`src/rtl/xop_pkg.sv`:
```
package xop_pkg;

   typedef enum logic [7:0] {
      TC_NATIVE    = 8'h10,
      TC_ALT_TABLE = 8'h11,
      TC_ALT_STD   = 8'h12,
      TC_FLOAT     = 8'h5F
   } trap_code_e;

   typedef enum logic {
      CFG_GROUP  = 1'b0,
      CFG_MEMBER = 1'b1
   } cfg_sel_e;

   // Groups that come out of reset enabled.
   function automatic logic reset_group_on(input int g);
      return (g == 0) || (g == 1) || (g == 3) || (g == 4) || (g == 6) || (g == 10);
   endfunction

   // Implemented bit of member m in group g after reset.
   function automatic logic reset_member_on(input int g, input int m);
      case (g)
         0:       return !((m == 2) || (m == 4) || (m == 12) || (m == 13) || (m == 15));
         4:       return (m == 0) || (m == 2) || (m == 4);
         10:      return (m != 8);
         default: return 1'b1;
      endcase
   endfunction

endpackage

```
`src/rtl/xop_group_map.sv`:
```
module xop_group_map #(
   parameter int unsigned NGRP     = 16,
   parameter int unsigned GRP_W    = 4,
   parameter bit          WRITABLE = 1'b1
) (
   input  logic             clk,
   input  logic             rst_n,
   input  logic             wr_en,
   input  logic [GRP_W-1:0] wr_grp,
   input  logic             wr_bit,
   output logic [NGRP-1:0]  grp_en
);

   for (genvar g = 0; g < NGRP; g++) begin : g_grp
      if (WRITABLE) begin : g_rw
         always_ff @(posedge clk) begin
            if (!rst_n)
               grp_en[g] <= xop_pkg::reset_group_on(g);
            else if (wr_en && (wr_grp == GRP_W'(g)))
               grp_en[g] <= wr_bit;
         end
      end else begin : g_ro
         assign grp_en[g] = xop_pkg::reset_group_on(g);
      end
   end

   if (!WRITABLE) begin : g_unused
      logic unused_inputs;
      assign unused_inputs = ^{clk, rst_n, wr_en, wr_grp, wr_bit};
   end

endmodule

```
`src/rtl/xop_member_map.sv`:
```
module xop_member_map #(
   parameter int unsigned NGRP     = 16,
   parameter int unsigned NMEM     = 16,
   parameter int unsigned GRP_W    = 4,
   parameter int unsigned CFG_W    = 16,
   parameter bit          WRITABLE = 1'b1
) (
   input  logic             clk,
   input  logic             rst_n,
   input  logic             wr_en,
   input  logic [GRP_W-1:0] wr_grp,
   input  logic [CFG_W-1:0] wr_data,
   input  logic [GRP_W-1:0] rd_grp,
   output logic [NMEM-1:0]  rd_row
);

   function automatic logic [NMEM-1:0] rst_row(input int g);
      logic [NMEM-1:0] r;
      for (int m = 0; m < NMEM; m++) r[m] = xop_pkg::reset_member_on(g, m);
      return r;
   endfunction

   logic [NMEM-1:0] row_q [NGRP];

   for (genvar g = 0; g < NGRP; g++) begin : g_row
      if (WRITABLE) begin : g_rw
         always_ff @(posedge clk) begin
            if (!rst_n)
               row_q[g] <= rst_row(g);
            else if (wr_en && (wr_grp == GRP_W'(g)))
               row_q[g] <= wr_data[NMEM-1:0];
         end
      end else begin : g_ro
         assign row_q[g] = rst_row(g);
      end
   end

   assign rd_row = row_q[rd_grp];

   if (!WRITABLE) begin : g_unused_ro
      logic unused_inputs;
      assign unused_inputs = ^{clk, rst_n, wr_en, wr_grp, wr_data};
   end else if (CFG_W > NMEM) begin : g_unused_hi
      logic unused_hi;
      assign unused_hi = ^wr_data[CFG_W-1:NMEM];
   end

endmodule

```
`src/rtl/xop_trap_sel.sv`:
```
module xop_trap_sel #(
   parameter int unsigned OP_W     = 8,
   parameter int unsigned MEM_W    = 4,
   parameter int unsigned FP_GROUP = 1
) (
   input  logic [OP_W-1:0] src_op,
   input  logic            mode_alt,
   input  logic            tbl_present,
   output logic [7:0]      code
);
   localparam int unsigned GRP_W = OP_W - MEM_W;

   logic in_fp;
   assign in_fp = (src_op[OP_W-1:MEM_W] == GRP_W'(FP_GROUP));

   always_comb begin
      if (mode_alt)
         code = tbl_present ? xop_pkg::TC_ALT_TABLE : xop_pkg::TC_ALT_STD;
      else if (in_fp)
         code = xop_pkg::TC_FLOAT;
      else
         code = xop_pkg::TC_NATIVE;
   end

endmodule

```
`src/rtl/xop_dispatch.sv`:
```
module xop_dispatch #(
   parameter int unsigned OP_W     = 8,
   parameter int unsigned MEM_W    = 4,
   parameter int unsigned CFG_W    = 16,
   parameter int unsigned FP_GROUP = 1,
   parameter bit          WRITABLE = 1'b1
) (
   input  logic                  clk,
   input  logic                  rst_n,
   input  logic                  op_valid,
   input  logic [OP_W-1:0]       op_code,
   input  logic                  mode_alt,
   input  logic                  trap_tbl_present,
   input  logic                  hdl_trap,
   input  logic                  hdl_done,
   input  logic                  hdl_pushed,
   input  logic                  cfg_we,
   input  logic                  cfg_sel,
   input  logic [OP_W-MEM_W-1:0] cfg_group,
   input  logic [CFG_W-1:0]      cfg_data,
   output logic                  handler_start,
   output logic [OP_W-1:0]       handler_idx,
   output logic                  trap_valid,
   output logic [7:0]            trap_code,
   output logic [OP_W-1:0]       trap_opcode,
   output logic                  sp_dec
);
   localparam int unsigned GRP_W = OP_W - MEM_W;
   localparam int unsigned NGRP  = 1 << GRP_W;
   localparam int unsigned NMEM  = 1 << MEM_W;
   localparam logic [OP_W-1:0] SQUASH_OP = '1;

   if (MEM_W >= OP_W) begin : g_bad_split
      $error("member field must be narrower than the opcode");
   end
   if (CFG_W < NMEM) begin : g_bad_cfg
      $error("config data narrower than a member mask");
   end
   if (FP_GROUP >= NGRP) begin : g_bad_fp
      $error("floating-point group out of range");
   end

   logic [GRP_W-1:0] op_grp;
   logic [MEM_W-1:0] op_mem;
   logic [NGRP-1:0]  grp_en;
   logic [NMEM-1:0]  mem_row;
   logic             grp_hit, mem_hit;
   logic [OP_W-1:0]  cur_op;
   logic [OP_W-1:0]  trap_src;
   logic [7:0]       code_c;
   logic             wr_grp_en, wr_mem_en;

   assign op_grp    = op_code[OP_W-1:MEM_W];
   assign op_mem    = op_code[MEM_W-1:0];
   assign wr_grp_en = cfg_we && (cfg_sel == xop_pkg::CFG_GROUP);
   assign wr_mem_en = cfg_we && (cfg_sel == xop_pkg::CFG_MEMBER);

   xop_group_map #(.NGRP(NGRP), .GRP_W(GRP_W), .WRITABLE(WRITABLE)) u_grp (
      .clk    (clk),
      .rst_n  (rst_n),
      .wr_en  (wr_grp_en),
      .wr_grp (cfg_group),
      .wr_bit (cfg_data[0]),
      .grp_en (grp_en)
   );

   xop_member_map #(.NGRP(NGRP), .NMEM(NMEM), .GRP_W(GRP_W), .CFG_W(CFG_W),
                    .WRITABLE(WRITABLE)) u_mem (
      .clk     (clk),
      .rst_n   (rst_n),
      .wr_en   (wr_mem_en),
      .wr_grp  (cfg_group),
      .wr_data (cfg_data),
      .rd_grp  (op_grp),
      .rd_row  (mem_row)
   );

   // Level one: group enable; level two only counts when level one passes.
   assign grp_hit = grp_en[op_grp];
   assign mem_hit = grp_hit && mem_row[op_mem];

   always_comb begin
      if (hdl_trap)      trap_src = cur_op;
      else if (grp_hit)  trap_src = op_code;
      else               trap_src = SQUASH_OP;
   end

   xop_trap_sel #(.OP_W(OP_W), .MEM_W(MEM_W), .FP_GROUP(FP_GROUP)) u_tsel (
      .src_op      (trap_src),
      .mode_alt    (mode_alt),
      .tbl_present (trap_tbl_present),
      .code        (code_c)
   );

   always_ff @(posedge clk) begin
      if (!rst_n) begin
         handler_start <= 1'b0;
         handler_idx   <= '0;
         trap_valid    <= 1'b0;
         trap_code     <= '0;
         trap_opcode   <= '0;
         sp_dec        <= 1'b0;
         cur_op        <= '0;
      end else begin
         handler_start <= 1'b0;
         trap_valid    <= 1'b0;
         sp_dec        <= hdl_done && !hdl_pushed;
         if (hdl_trap) begin
            trap_valid  <= 1'b1;
            trap_code   <= code_c;
            trap_opcode <= trap_src;
         end else if (op_valid) begin
            cur_op <= op_code;
            if (mem_hit) begin
               handler_start <= 1'b1;
               handler_idx   <= op_code;
            end else begin
               trap_valid  <= 1'b1;
               trap_code   <= code_c;
               trap_opcode <= trap_src;
            end
         end
      end
   end

endmodule

```
`config.mk`:
```
export PLATFORM = sky130hd
export DESIGN_NAME = xop_dispatch
export DESIGN_NICKNAME = d
export VERILOG_FILES = /design/src/rtl/xop_pkg.sv /design/src/rtl/xop_group_map.sv /design/src/rtl/xop_member_map.sv /design/src/rtl/xop_trap_sel.sv /design/src/rtl/xop_dispatch.sv
export SDC_FILE = /design/constraint.sdc
export NUM_CORES = 1
export LEC_CHECK = 0
export ABC_AREA = 1
export BUFFER_PORTS_ARGS = -buffer_cell sky130_fd_sc_hd__buf_4
export CAP_MARGIN = 30
export CORE_ASPECT_RATIO = 0.5
export CORE_MARGIN = 1
export CORE_UTILIZATION = 45
export DETAILED_ROUTE_END_ITERATION = 8
export SYNTH_ARGS = -nofsm -noshare
export SYNTH_HDL_FRONTEND = slang
export SYNTH_SLANG_ARGS = --single-unit
```
`constraint.sdc`:
```
create_clock -name clk -period 2.9 [get_ports clk]
set_input_delay 0.58 -clock clk [delete_from_list [all_inputs] [get_ports clk]]
set_output_delay 0.58 -clock clk [all_outputs]
set_load 0.02 [all_outputs]
```
== Yosys cells after proc, flatten, opt, wreduce, memory -nomap -nowiden ==
Memory sizes are Yosys's and may differ from the RTL's.
Index checks and enable logic that the tools add are counted.

* Bitwise logic cells: 20
* Reduce and logical (&&, ||, !) cells: 43
* Multiplexer cells: 84
* Magnitude comparators: 2
* Equal/unequal tests: 17

{| class="wikitable"
|+ Operators by type and width
! cell !! count
|-
| two-way mux 16 bit || 16
|-
| two-way mux 8 bit || 9
|-
| two-way mux 1 bit || 55
|-
| logical AND 1 bit || 36
|-
| equality test 4 bit, second input constant || 8
|-
| equality test 4 x 3 -> 1 bit, second input constant || 4
|-
| bitwise OR 1 bit || 16
|-
| less-than comparator 4 x 5 -> 1 bit, second input constant || 2
|-
| binary-select mux 1 bit (select 4 bit) || 2
|-
| equality test 4 x 1 -> 1 bit, second input constant || 2
|-
| equality test 4 x 2 -> 1 bit, second input constant || 2
|-
| two-way mux 7 bit || 1
|-
| logical NOT 4 bit || 1
|-
| NOT 1 bit || 4
|-
| AND reduction 2 bit || 2
|-
| AND reduction 3 bit || 1
|-
| OR reduction 3 bit || 1
|-
| two-way mux 2 bit || 1
|-
| inequality test 2 bit, second input constant || 1
|-
| nonzero test 2 bit || 1
|-
| logical NOT 1 bit || 1
|}

* Logic and storage cells: 190
* Memories: 1
* Flip-flop bits (word level): 51
* Input port bits: 38
* Memory bits (writable): 256
* Output and inout port bits: 27

{| class="wikitable"
|+ Memories
! memory !! words !! bits a word !! rd ports !! clocked after Yosys merged registers in !! wr ports !! RTL line !! source
|-
| u_mem.row_q || 16 || 16 || 1 || 0 || 16 || xop_member_map.sv:23 || <nowiki>logic [NMEM-1:0] row_q [NGRP];</nowiki>
|}

== Logic depth before layout (Yosys ltp) ==
Gate-level depths: netlist (run 1).

* Depth in word-level cells: 10
* Mapped depth: 18
* Depth with buffers taken out: 16

== Cells and area by module ==
Synthesis (run 1) repeated with hierarchy kept, for this count alone.

* Cells, all modules: 1,818
* Area, all modules: 15,252.1 um^2

{| class="wikitable"
|+ By module, submodules not included
! module !! times used !! area each (um^2) !! sequential area each (um^2) !! cells each
|-
| xop_member_map || 1 || 12,544.5 || 7,687.4 || 1,406
|-
| xop_dispatch || 1 || 1,911.8 || 700.7 || 285
|-
| xop_group_map || 1 || 709.4 || 320.3 || 110
|-
| xop_trap_sel || 1 || 86.3 || 0.0 || 17
|}

== Least setup slack after synthesis (run 1) ==
Ideal clock, no wire load.

* Kind: input to register
* From: input port op_code[6]
* To: register trap_code[3]
* Setup slack: 0.736 ns
* Library setup time: 0.115 ns
* Data arrival time: 2.049 ns
* Buffers on the path: 3
* Data required time: 2.785 ns
* Stages on the path: 14
* Path through: buf_2 > clkbuf_1 > nand3_1 > nand3_1 > nand2_1 > nand2_1 > nand3_1 > nand3_1 > nand3_1 > nand2_1 > nand3_2 > buf_4 > a21oi_1 > nor2_1

* Longest elaborated chain between the ends: 10
* Elaborated cells between the ends (all ways): 16
* Classes of those cells: eq/ne: 2; mux: 11; reduce/logical: 2; memory: 1

{| class="wikitable"
|+ RTL lines
! item !! RTL line !! source
|-
| from (decl) || xop_dispatch.sv:11 || <nowiki>input logic [OP_W-1:0] op_code,</nowiki>
|-
| binary-select mux 1 bit (select 4 bit) || xop_dispatch.sv:79 || <nowiki>assign grp_hit = grp_en[op_grp];</nowiki>
|-
| two-way mux 1 bit (not written as such) || xop_dispatch.sv:79 ||
|-
| two-way mux 8 bit || xop_dispatch.sv:84 || <nowiki>else if (grp_hit) trap_src = op_code;</nowiki>
|-
| two-way mux 8 bit || xop_dispatch.sv:83 || <nowiki>if (hdl_trap) trap_src = cur_op;</nowiki>
|-
| equality test 4 x 1 -> 1 bit || xop_trap_sel.sv:14 || <nowiki>assign in_fp = (src_op[OP_W-1:MEM_W] == GRP_W'(FP_GROUP));</nowiki>
|-
| two-way mux 7 bit || xop_trap_sel.sv:19 || <nowiki>else if (in_fp)</nowiki>
|-
| two-way mux 8 bit || xop_trap_sel.sv:17 || <nowiki>if (mode_alt)</nowiki>
|-
| two-way mux 8 bit || xop_dispatch.sv:114 || <nowiki>if (mem_hit) begin</nowiki>
|-
| two-way mux 8 bit || xop_dispatch.sv:112 || <nowiki>end else if (op_valid) begin</nowiki>
|-
| two-way mux 8 bit || xop_dispatch.sv:108 || <nowiki>if (hdl_trap) begin</nowiki>
|-
| to (signal assigned) || xop_dispatch.sv:110 || <nowiki>trap_code <= code_c;</nowiki>
|-
| to (signal assigned) || xop_dispatch.sv:119 || <nowiki>trap_code <= code_c;</nowiki>
|-
| to (decl) || xop_dispatch.sv:24 || <nowiki>output logic [7:0] trap_code,</nowiki>
|}

Several ways; a longest one is shown, not always the timed one. The select of a mux whose other input is x is not followed.
A chain may end at the register's enable or synchronous reset.

== Final worst setup path (run 1) ==
* From: input port op_code[4]
* To: register handler_idx[3]

* Longest elaborated chain between the ends: 5
* Elaborated cells between the ends (all ways): 7
* Classes of those cells: mux: 4; reduce/logical: 2; memory: 1

{| class="wikitable"
|+ RTL lines
! item !! RTL line !! source
|-
| memory (16 x 16 bit) || n/a ||
|-
| binary-select mux 1 bit (select 4 bit) || xop_dispatch.sv:80 || <nowiki>assign mem_hit = grp_hit && mem_row[op_mem];</nowiki>
|-
| two-way mux 1 bit (not written as such) || xop_dispatch.sv:80 ||
|-
| logical AND 1 bit * || xop_dispatch.sv:80 ||
|-
| AND reduction 3 bit (no line) * || n/a ||
|-
| to (signal assigned) || xop_dispatch.sv:116 || <nowiki>handler_idx <= op_code;</nowiki>
|-
| to (decl) || xop_dispatch.sv:22 || <nowiki>output logic [OP_W-1:0] handler_idx,</nowiki>
|}

Mark *: on every way between the ends. The rest lies on a longest branch, timed or not. The select of a mux whose other input is x is not followed.

==> run_results.csv, run 1 <==
group,metric,value,unit
worst_setup_path,crit_chain,"buf_4 -> buf_4 -> nand2_1 -> nand3_1 -> nand3_1 -> nand3_1 -> nand2_1 -> nand2_1 -> nand3_1 -> nand3_1 -> nand3_1 -> nand2_1 -> buf_4 -> nand3_4 -> nor2_4 -> nand2_1 -> nand2_1",
run_status,status,"complete, no violations",
logic_synthesis,synth_edf_count,256,
power,power_density,610,nW/µm²
logic_synthesis,yosys_warnings,0,
timing,finalCriticalPeriod,2.48,ns
drt,met1_length,18.8,mm
final_layout,area_growth,12.9,%
final_layout,final_cell_mix,"nand2_1 (608), nand3_1 (264), edfxtp_1 (256), buf_4 (116), nor2_1 (78)",
hold_path,holdCritPathClass,"in -> reg",
placement,port_buffers,62,
global_route,grt_first_pass_wirelength,62.2,mm
power,total_power,9.54,mW
power,leakage,5.95,nW
hold_path,holdPathEnd,"sp_dec",
worst_setup_path,cp.arrival,2.97,ns
hold_path,holdCritStartpoint,"hdl_pushed",
logic_synthesis,avgSynthCellArea,9.24,µm²
logic_synthesis,syn_area,13900,µm²
cts,clock_path_buffers,3,
drt,wl_met3,3.90,mm
placement,place_congestion,0.885,
run,drv_cap,0,
worst_setup_path,end_kind,"flip-flop",
die,row_count,44,
cts,clk_pin_slew,0.06,ns
worst_setup_path,critPathMaxStageDelay,0.31,ns
die,die_y,126,µm
timing,setup_violations,0,
worst_setup_path,crit_slowest_cell,"buf_4",
power,ir_drop,347,µV
global_route,antenna_found_initial,1,
worst_setup_path,critical_path_class,"in -> reg",
drt,dr.pass1.iters,6,
worst_setup_path,r2r_setup_slack,0.62,ns
drt,wl_met2,17.7,mm
drt,ant_nets,0,
die,die_w,250,µm
cts,worstSkewPairLatency,0.55,ns
logic_synthesis,ys_top_cells_by_area,"edfxtp_1 (55%), nand2_1 (16%), nand3_1 (9.5%)",
global_route,gr-total-overflow,0,
worst_setup_path,ff2ff_path_depth,15,
drt,drt-initial-drc-count,1449,
logic_synthesis,synthFlopType,"edfxtp_1",
logic_synthesis,synth_seq_cells,303,
drt,wl,41.1,mm
cts,cts-buffers-inserted,28,
cts,cts_root_buffer,"clkbuf_16",
timing,max_freq,0.403,GHz
global_route,track_usage,0.263,
logic_synthesis,synth_top_cell_by_area,"edfxtp_1",
drt,num_vias,10988,
final_layout,drive_gt1_frac,0.113,
cts,hold_buffers,0,
logic_synthesis,synth.distinct_cells,28,
die,die-area,31500,µm²
timing,tightest_slew,1.01,ns
cts,cts_tree,"done",
logic_synthesis,synth_top_area_share,0.555,
timing,hold_violations,0,
drt,wl_per_cell,21.0,µm
cts,cts_num_sinks,303,
timing,fin_worst_skew,0.0119,ns
die,start_util,0.468,
final_layout,layout_commonest_cell,"nand2_1",
drt,highest_layer,"met5",
logic_synthesis,netlist_instances,1500,
global_route,grt_pass1_vias,10248,
timing,fin_crit_sh,0.855,
timing,grt_setup_unrepaired,"false",
worst_setup_path,path_max_fanout,28,
worst_setup_path,startpoint_type,"input port",
global_route,grt_max_degree,61,
hold_path,hold_depth,2,
die,io-pin-count,65,
drt,avgViaCountPerCell,5.62,
cts,htreeDepth,1,
logic_synthesis,synthArstFlopShare,0,
cts,post_cts_buffers,0,
worst_setup_path,r2r-end,"handler_idx[3]",
final_layout,final_nets,1586,
worst_setup_path,regToRegStartpoint,"u_mem.row_q[13][1]",
drt,drc_errors,0,
die,placeableCoreArea,29600,µm²
placement,dp_hpwl,25.9,mm
timing,slew_viol_final,0,
logic_synthesis,synth_seq_area_share,0.623,
cts,cts.repair.resized,0,
final_layout,n_antenna_cell,0,
timing,relSlewSlack,0.324,
final_layout,post-route-util,0.528,
worst_setup_path,cp_data_required_time,3.39,ns
[critical path, delay by kind of cell]
| kind | cells | cell delay [ns] |
|---|---|---|
| buffers and inverters | 3 | 0.61 |
| AND/OR/NAND/NOR | 14 | 1.76 |
[through the flow]
step	setup WS (ns)	hold WS, ns	cell area, µm²	TNS, ns	instances
final	0.420	0.184	15600	0	1956
after global routing	0.271	0.177	15600	0	1956
after CTS	0.482	0.160	15600	0	1956
after global placement	-0.0492	0.445	14800	-0.634	1907
after floorplan	0.736	0.430	13900	0	1501
after detailed placement	-0.0929	0.453	14800	-1.34	1909
[metal layers]
layer | up-vias | track usage
li1 | 5103 | -
met2 | 502 | 0.396
met1 | 5321 | 0.397
met3 | 60 | 0.0465
met4 | 2 | 0.0512
met5 | - | 0
[cell usage after synthesis, drive strengths merged, types with 2 or more instances]
| cell type | instances |
|---|---|
| a21oi | 38 |
| nor2 | 79 |
| clkinv | 4 |
| o21ai | 33 |
| dfxtp | 47 |
| nand2 | 609 |
| nand3b | 2 |
| a311oi | 5 |
| inv | 41 |
| edfxtp | 256 |
| nand3 | 268 |
| buf | 58 |
| clkbuf | 52 |
| nor3 | 2 |
| o211ai | 4 |
[kinds of logic (layout without fill, tap and decap cells)]
| family | Yosys count | count (layout) | synth area share |
|---|---|---|---|
| other cells | 1 | 2 | 0.000271 |
| flops | 303 | 303 | 0.623 |
| buf+inv | 155 | 219 | 0.0572 |
| simple gates | 960 | 960 | 0.288 |
| compound gates | 81 | 81 | 0.0318 |
[final cells by class]
cell class                      instances  area, µm²
Clock buffer                           41        806
Clock inverter                          6       31.3
Fill cell                            2702      14000
Inverter                               45        174
Multi-Input combinational cell       1043       4440
Sequential cell                       303       8630
Tap cell                              391        489
Timing Repair Buffer                  127       1070
[registers in the layout, summed over array words and instances, names as in the netlist]
name,flops
u_mem.row_q,256
cur_op,8
handler_idx,8
trap_code,4
sp_dec,1
handler_start,1
trap_opcode,8
trap_valid,1
u_grp.grp_en,16
[worst max path at each step]
stage | endpoint | from
floorplan | trap_code[3] | op_code[6]
global placement | trap_opcode[4] | op_code[4]
detailed placement | handler_idx[3] | op_code[4]
CTS | handler_idx[3] | op_code[4]
global route | trap_opcode[2] | op_code[4]
finish | handler_idx[3] | op_code[4]
[where the power goes]
group          total [mW]  leakage, nW  switching (mW)  internal, mW
Combinational        1.00         2.58           0.703         0.301
Clock                3.52        0.419            1.61          1.91
Sequential           5.02         2.95          0.0727          4.95
Note: power is estimated with default switching activity, not from simulation.
==> run 2: changes to the inputs <==
--- a/config.mk
+++ b/config.mk
@@ -14,4 +14,5 @@
 export DETAILED_ROUTE_END_ITERATION = 8
 export SYNTH_ARGS = -nofsm -noshare
 export SYNTH_HDL_FRONTEND = slang
+export SYNTH_HIERARCHICAL = 1
 export SYNTH_SLANG_ARGS = --single-unit
==> run_results.csv, run 2 <==
group,metric,value,unit
global_route,use_met3,0.0540,
die,start_util,0.459,
power,power_frac_clock,0.376,
placement,port_buffers,64,
final_layout,stdcell_count,2323,
timing,hold_violations,0,
die,die_w,262,µm
hold_path,holdCritStartpoint,"hdl_pushed",
logic_synthesis,synthMuxAreaShare,0,
cts,post_cts_buffers,0,
timing,finalWorstSetupSlack,0.651,ns
die,placeableCoreArea,33200,µm²
hold_path,holdPathEnd,"sp_dec",
final_layout,final_cell_mix,"nand2_1 (685), inv_1 (267), nand3_1 (259), edfxtp_1 (256), buf_4 (101)",
die,die-area,34700,µm²
timing,slew_viol_final,0,
drt,ant_nets,0,
final_layout,reg.largest.list,"u_mem/row_q (256), u_grp/grp_en (16)",
global_route,antenna_found_initial,0,
logic_synthesis,synth_xor_area_frac,0,
worst_setup_path,r2r-end,"trap_opcode[4]",
logic_synthesis,synth_fa_ha_area_frac,0,
logic_synthesis,synth_seq_area_share,0.571,
cts,cts_root_buffer,"clkbuf_16",
logic_synthesis,synth_compound_area_frac,0.0125,
global_route,grt_first_pass_wirelength,65.4,mm
drt,dr.pass1.iters,5,
logic_synthesis,synth_seq_cells,307,
cts,worstSkewPairLatency,0.59,ns
power,p_int,7.35,mW
global_route,track_usage,0.247,
timing,fin_crit_sh,0.775,
hold_path,holdCritPathClass,"in -> reg",
worst_setup_path,critical_path_class,"in -> reg",
global_route,grt_pass1_vias,11135,
cts,cts-buffers-inserted,30,
timing,finalCriticalPeriod,2.25,ns
final_layout,drive_gt1_frac,0.111,
cts,hold_buffers,0,
die,die_y,132,µm
final_layout,largest_reg_flops,256,
worst_setup_path,cp_data_required_time,3.40,ns
drt,drt-initial-drc-count,1290,
cts,clk_pin_slew,0.06,ns
placement,post_dp_cell_area,16200,µm²
logic_synthesis,synth_common_cells,"nand2_1 (685), inv_1 (268), nand3_1 (259)",
final_layout,regMostFlops,"u_mem/row_q",
cts,cts_num_sinks,307,
logic_synthesis,synth_top_cell_by_area,"edfxtp_1",
placement,dpl.cell_count,2268,
drt,avgViaCountPerCell,5.10,
worst_setup_path,r2r_setup_slack,0.77,ns
global_route,top_usage_layer,"met2",
run,drv_cap,0,
timing,setup-tns-final,0,ns
final_layout,final_nets,1897,
worst_setup_path,path_max_fanout,39,
logic_synthesis,synth_simple_gate_area_frac,0.309,
placement,place_congestion,0.864,
final_layout,area_growth,12.3,%
timing,whs,0.160,ns
cts,cts_tree,"done",
final_layout,multi_input_area,4920,µm²
global_route,use_met1,0.350,
worst_setup_path,end_kind,"flip-flop",
global_route,met2_usage,0.384,
timing,max_freq,0.445,GHz
power,ir_drop,411,µV
drt,drc_errors,0,
timing,setup_violations,0,
die,io-pin-count,65,
worst_setup_path,ff2ff_path_depth,16,
cts,cts.repair.resized,0,
run_status,status,"complete, no violations",
power,p_sw,2.62,mW
final_layout,layout_commonest_cell,"nand2_1",
logic_synthesis,synthArstFlopShare,0,
timing,relSlewSlack,0.384,
logic_synthesis,yosys_warnings,6,
final_layout,n_fill_cell,3107,
logic_synthesis,ys_top_cells_by_area,"edfxtp_1 (50%), nand2_1 (17%), nand3_1 (8.5%)",
worst_setup_path,cp.arrival,2.75,ns
logic_synthesis,synth_top_area_share,0.504,
die,row_count,47,
logic_synthesis,syn_area,15300,µm²
drt,wl,42.4,mm
timing,grt_setup_unrepaired,"false",
logic_synthesis,synthFlopType,"edfxtp_1",
drt,num_vias,11837,
final_layout,n_antenna_cell,0,
power,power.share.sequential,0.509,
power,power_density,582,nW/µm²
placement,place_ws,0.120,ns
logic_synthesis,netlist_instances,1818,
cts,htreeDepth,1,
final_layout,regArea,8710,µm²
power,leakage,7.49,nW
logic_synthesis,avgSynthCellArea,8.39,µm²
timing,fin_worst_skew,0.0288,ns
power,p_comb_frac,0.115,
power,switching_share,0.263,
hold_path,hold_depth,2,
global_route,gr-total-overflow,0,
logic_synthesis,synth_edf_count,256,
logic_synthesis,synth.distinct_cells,33,
logic_synthesis,synth_top_family_by_area,"simple AND/OR/NAND/NOR gates",
global_route,grt_max_degree,70,
timing,tightest_slew,0.923,ns
logic_synthesis,synthMostInstantiatedCell,"nand2_1",
drt,wl_per_cell,18.2,µm
final_layout,final_area,17100,µm²
worst_setup_path,startpoint_type,"input port",
cts,clock_path_buffers,3,
worst_setup_path,regToRegStartpoint,"u_mem/row_q[1][5]",
placement,dp_hpwl,27.1,mm
-- run 2: worst max-delay path by stage --
stage                            start                 to  slack, ns  cells past startpoint
final                       op_code[4]     trap_opcode[4]       0.65                     19
after global routing        op_code[4]     trap_opcode[4]       0.48                     19
after CTS                   op_code[4]     trap_opcode[4]       0.70                     18
after detailed placement    op_code[4]     trap_opcode[4]       0.12                     18
after global placement      op_code[4]       trap_code[4]       0.11                     20
after floorplan           cfg_group[1]  u_mem/row_q[6][0]       0.35                      4
-- run 2: per-layer routing --
layer | wire (µm) | vias to the layer above
met1 | 19200 | 5573
met4 | 1060 | 0
li1 | - | 5777
met2 | 18600 | 420
met3 | 3450 | 67
met5 | 0 | -
-- run 2: area by class of cell --
class	instances	area share
timing repair buffer	111	0.0560
clock buffer	37	0.0454
inverter	279	0.0623
clock inverter	18	0.00833
tap	441	0.0322
sequential	307	0.508
multi-input combinational	1130	0.287
-- run 2: stage by stage --
step           power, mW   util
5_1_grt             10.3  0.515
4_1_cts             10.0  0.515
6_report            9.96  0.515
3_3_place_gp        6.30  0.488
2_1_floorplan       5.86      -
3_5_place_dp        6.31  0.488
-- run 2: power groups by stage --
| stage | sequential, mW | combinational (mW) | clock, mW |
|---|---|---|---|
| 2_1_floorplan | 5.19 | 0.679 | 0 |
| 3_3_place_gp | 5.16 | 1.14 | 0 |
| 3_5_place_dp | 5.17 | 1.14 | 0 |
| 4_1_cts | 5.07 | 1.14 | 3.81 |
| 5_1_grt | 5.10 | 1.26 | 3.98 |
| 6_report | 5.07 | 1.14 | 3.75 |
-- run 2: critical path, stage by stage --
cell and delay, ns:
buf_4 0.15, inv_4 0.16, buf_12 0.22, nand2_1 0.08, nand2_1 0.08, nand2_1 0.05
nand3_1 0.08, nand3_1 0.23, nand2_1 0.15, nand2_1 0.06, nand3_1 0.08, nand3_1 0.07
nand2_1 0.07, nand2_1 0.08, nand2_4 0.14, nand3_4 0.15, nand2_4 0.13, nor2_1 0.05
nor2_1 0.12
-- run 2: kinds of logic (layout without fill, tap and decap cells) --
family | count (synthesis) | after routing
flip-flops | 307 | 307
buffers and inverters | 382 | 445
AND/OR/NAND/NOR | 1092 | 1092
AO/OA/AOI/OAI | 35 | 35
other | 2 | 3
==> run 3: changes to the inputs <==
--- a/config.mk
+++ b/config.mk
@@ -5,7 +5,7 @@
 export SDC_FILE = /design/constraint.sdc
 export NUM_CORES = 1
 export LEC_CHECK = 0
-export ABC_AREA = 1
+export ABC_AREA = 0
 export BUFFER_PORTS_ARGS = -buffer_cell sky130_fd_sc_hd__buf_4
 export CAP_MARGIN = 30
 export CORE_ASPECT_RATIO = 0.5
==> constraint.sdc (replaced) <==
create_clock -name clk -period 2.2 [get_ports clk]
set_input_delay 0.44 -clock clk [delete_from_list [all_inputs] [get_ports clk]]
set_output_delay 0.44 -clock clk [all_outputs]
set_load 0.02 [all_outputs]
==> run_results.csv, run 3 <==
group,metric,value,unit
worst_setup_path,end_kind,"flip-flop",
global_route,gr-total-overflow,0,
final_layout,final_cell_mix,"edfxtp_1 (256), or3_1 (238), buf_4 (149), nand2_1 (69), mux4_2 (68)",
power,ir_drop,528,µV
worst_setup_path,startpoint_type,"flip-flop",
die,die-area,32500,µm²
cts,cts_tree,"done",
cts,cts-buffers-inserted,29,
drt,avgViaCountPerCell,5.97,
drt,wl_per_cell,23.6,µm
global_route,antenna_found_initial,1,
final_layout,area_growth,19.0,%
final_layout,stdcell_count,1574,
logic_synthesis,yosys_warnings,6,
drt,drt-initial-drc-count,897,
placement,dp_hpwl,22.9,mm
run_status,violations,"negative setup slack",
global_route,grt_max_degree,69,
die,io-pin-count,65,
timing,setup-tns-final,-13.44,ns
die,row_count,45,
timing,hold_violations,0,
global_route,track_usage,0.233,
timing,setup_violations,26,
final_layout,post-route-util,0.552,
drt,wl,37.2,mm
timing,grt_setup_unrepaired,"true",
power,total_power,13.0,mW
final_layout,n_antenna_cell,0,
worst_setup_path,path_max_fanout,9,
cts,worstSkewPairLatency,0.58,ns
drt,num_vias,9395,
placement,place_ws,-1.44,ns
worst_setup_path,cp_data_required_time,2.64,ns
timing,finalCriticalPeriod,2.76,ns
final_layout,reg.largest.list,"u_mem/row_q (256), u_grp/grp_en (16)",
drt,ant_nets,0,
final_layout,final_area,17000,µm²
logic_synthesis,netlist_instances,1033,
cts,hold_buffers,0,
placement,place_congestion,0.847,
placement,post_dp_cell_area,15900,µm²
final_layout,drive_gt1_frac,0.296,
global_route,grt_pass1_vias,9127,
die,die_y,128,µm
hold_path,holdCritPathClass,"in -> reg",
die,start_util,0.464,
run,drv_cap,0,
timing,fin_worst_skew,0.0309,ns
placement,port_buffers,64,
logic_synthesis,avgSynthCellArea,13.8,µm²
die,placeableCoreArea,30700,µm²
die,die_w,254,µm
final_layout,final_nets,1166,
timing,finalWorstSetupSlack,-0.558,ns
cts,htreeDepth,1,
power,leakage,5.66,nW
final_layout,regMostFlops,"u_mem/row_q",
timing,fin_crit_sh,1.25,
cts,clock_path_buffers,3,
power,power_density,766,nW/µm²
cts,cts_root_buffer,"clkbuf_16",
worst_setup_path,critical_path_class,"reg -> reg",
drt,drc_errors,0,
timing,tightest_slew,0.794,ns
logic_synthesis,syn_area,14300,µm²
worst_setup_path,cp.arrival,3.19,ns
timing,relSlewSlack,0.470,
timing,whs,0.0362,ns
run_status,status,"finished, violations left",
cts,cts_num_sinks,307,
timing,max_freq,0.363,GHz
drt,dr.pass1.iters,5,
final_layout,layout_commonest_cell,"edfxtp_1",
timing,slew_viol_final,0,
global_route,grt_first_pass_wirelength,56.4,mm
cts,clk_pin_slew,0.06,ns
final_layout,largest_reg_flops,256,
placement,dpl.cell_count,1514,
[run 3: changes by cell type in the layout (fill, tap and decap cells not counted), moves of 68 or more]
cell,before,now
inv_1,267,5
mux4_2,0,68
nand2_1,685,69
nand3_1,259,18
nor2_1,100,19
or3_1,0,238
[run 3: final timing paths]
| path | startpoint | endpoint | slack [ns] | cells past startpoint |
|---|---|---|---|---|
| hold reg to reg | cur_op[0] | cur_op[0] | 0.46 | 2 |
| setup / recovery | u_mem/row_q[3][7] | trap_code[3] | -0.56 | 9 |
| setup reg to reg | u_mem/row_q[3][7] | trap_code[3] | -0.56 | 9 |
| hold / removal | hdl_pushed | sp_dec | 0.04 | 2 |
[run 3: area by class of cell]
type	count	area, µm²
Clock buffer	36	752
Clock inverter	18	143
Fill cell	2470	13800
Inverter	6	22.5
Multi-Input combinational cell	604	5080
Sequential cell	307	8710
Tap cell	423	529
Timing Repair Buffer	180	1740
[run 3: worst max-delay path, cell delays in order, from the launching register on]
cell	delay (ns)
edfxtp_1	0.36
mux4_2	0.50
a22oi_2	0.27
nand2_1	0.14
mux4_2	0.47
nand3b_1	0.11
and4_4	0.30
o31ai_4	0.12
and2_4	0.22
mux2i_1	0.12
[run 3: report_power, final]
group	switching [mW]	total (mW)	leakage (nW)	internal, mW
Combinational	0.818	1.46	2.25	0.639
Clock	2.20	4.86	0.434	2.66
Sequential	0.0927	6.68	2.98	6.58
Total	3.12	13.0	5.66	9.88
[run 3: timing repair]
| item | 4_1_cts | 5_1_grt |
|---|---|---|
| cloned | 2 | 0 |
| gates resized for setup | 23 | 2 |
| setup endpoints to repair | 26 | 26 |
| pin swaps | 8 | 1 |
| setup buffers | 5 | 0 |
[run 3: routing by layer]
metal | wire length, µm | GRT usage | vias up
met3 | 3140 | 0.0437 | 52
met2 | 16600 | 0.357 | 388
met5 | 11 | 0 | -
met1 | 16700 | 0.346 | 4774
li1 | - | - | 4179
met4 | 697 | 0.0521 | 2
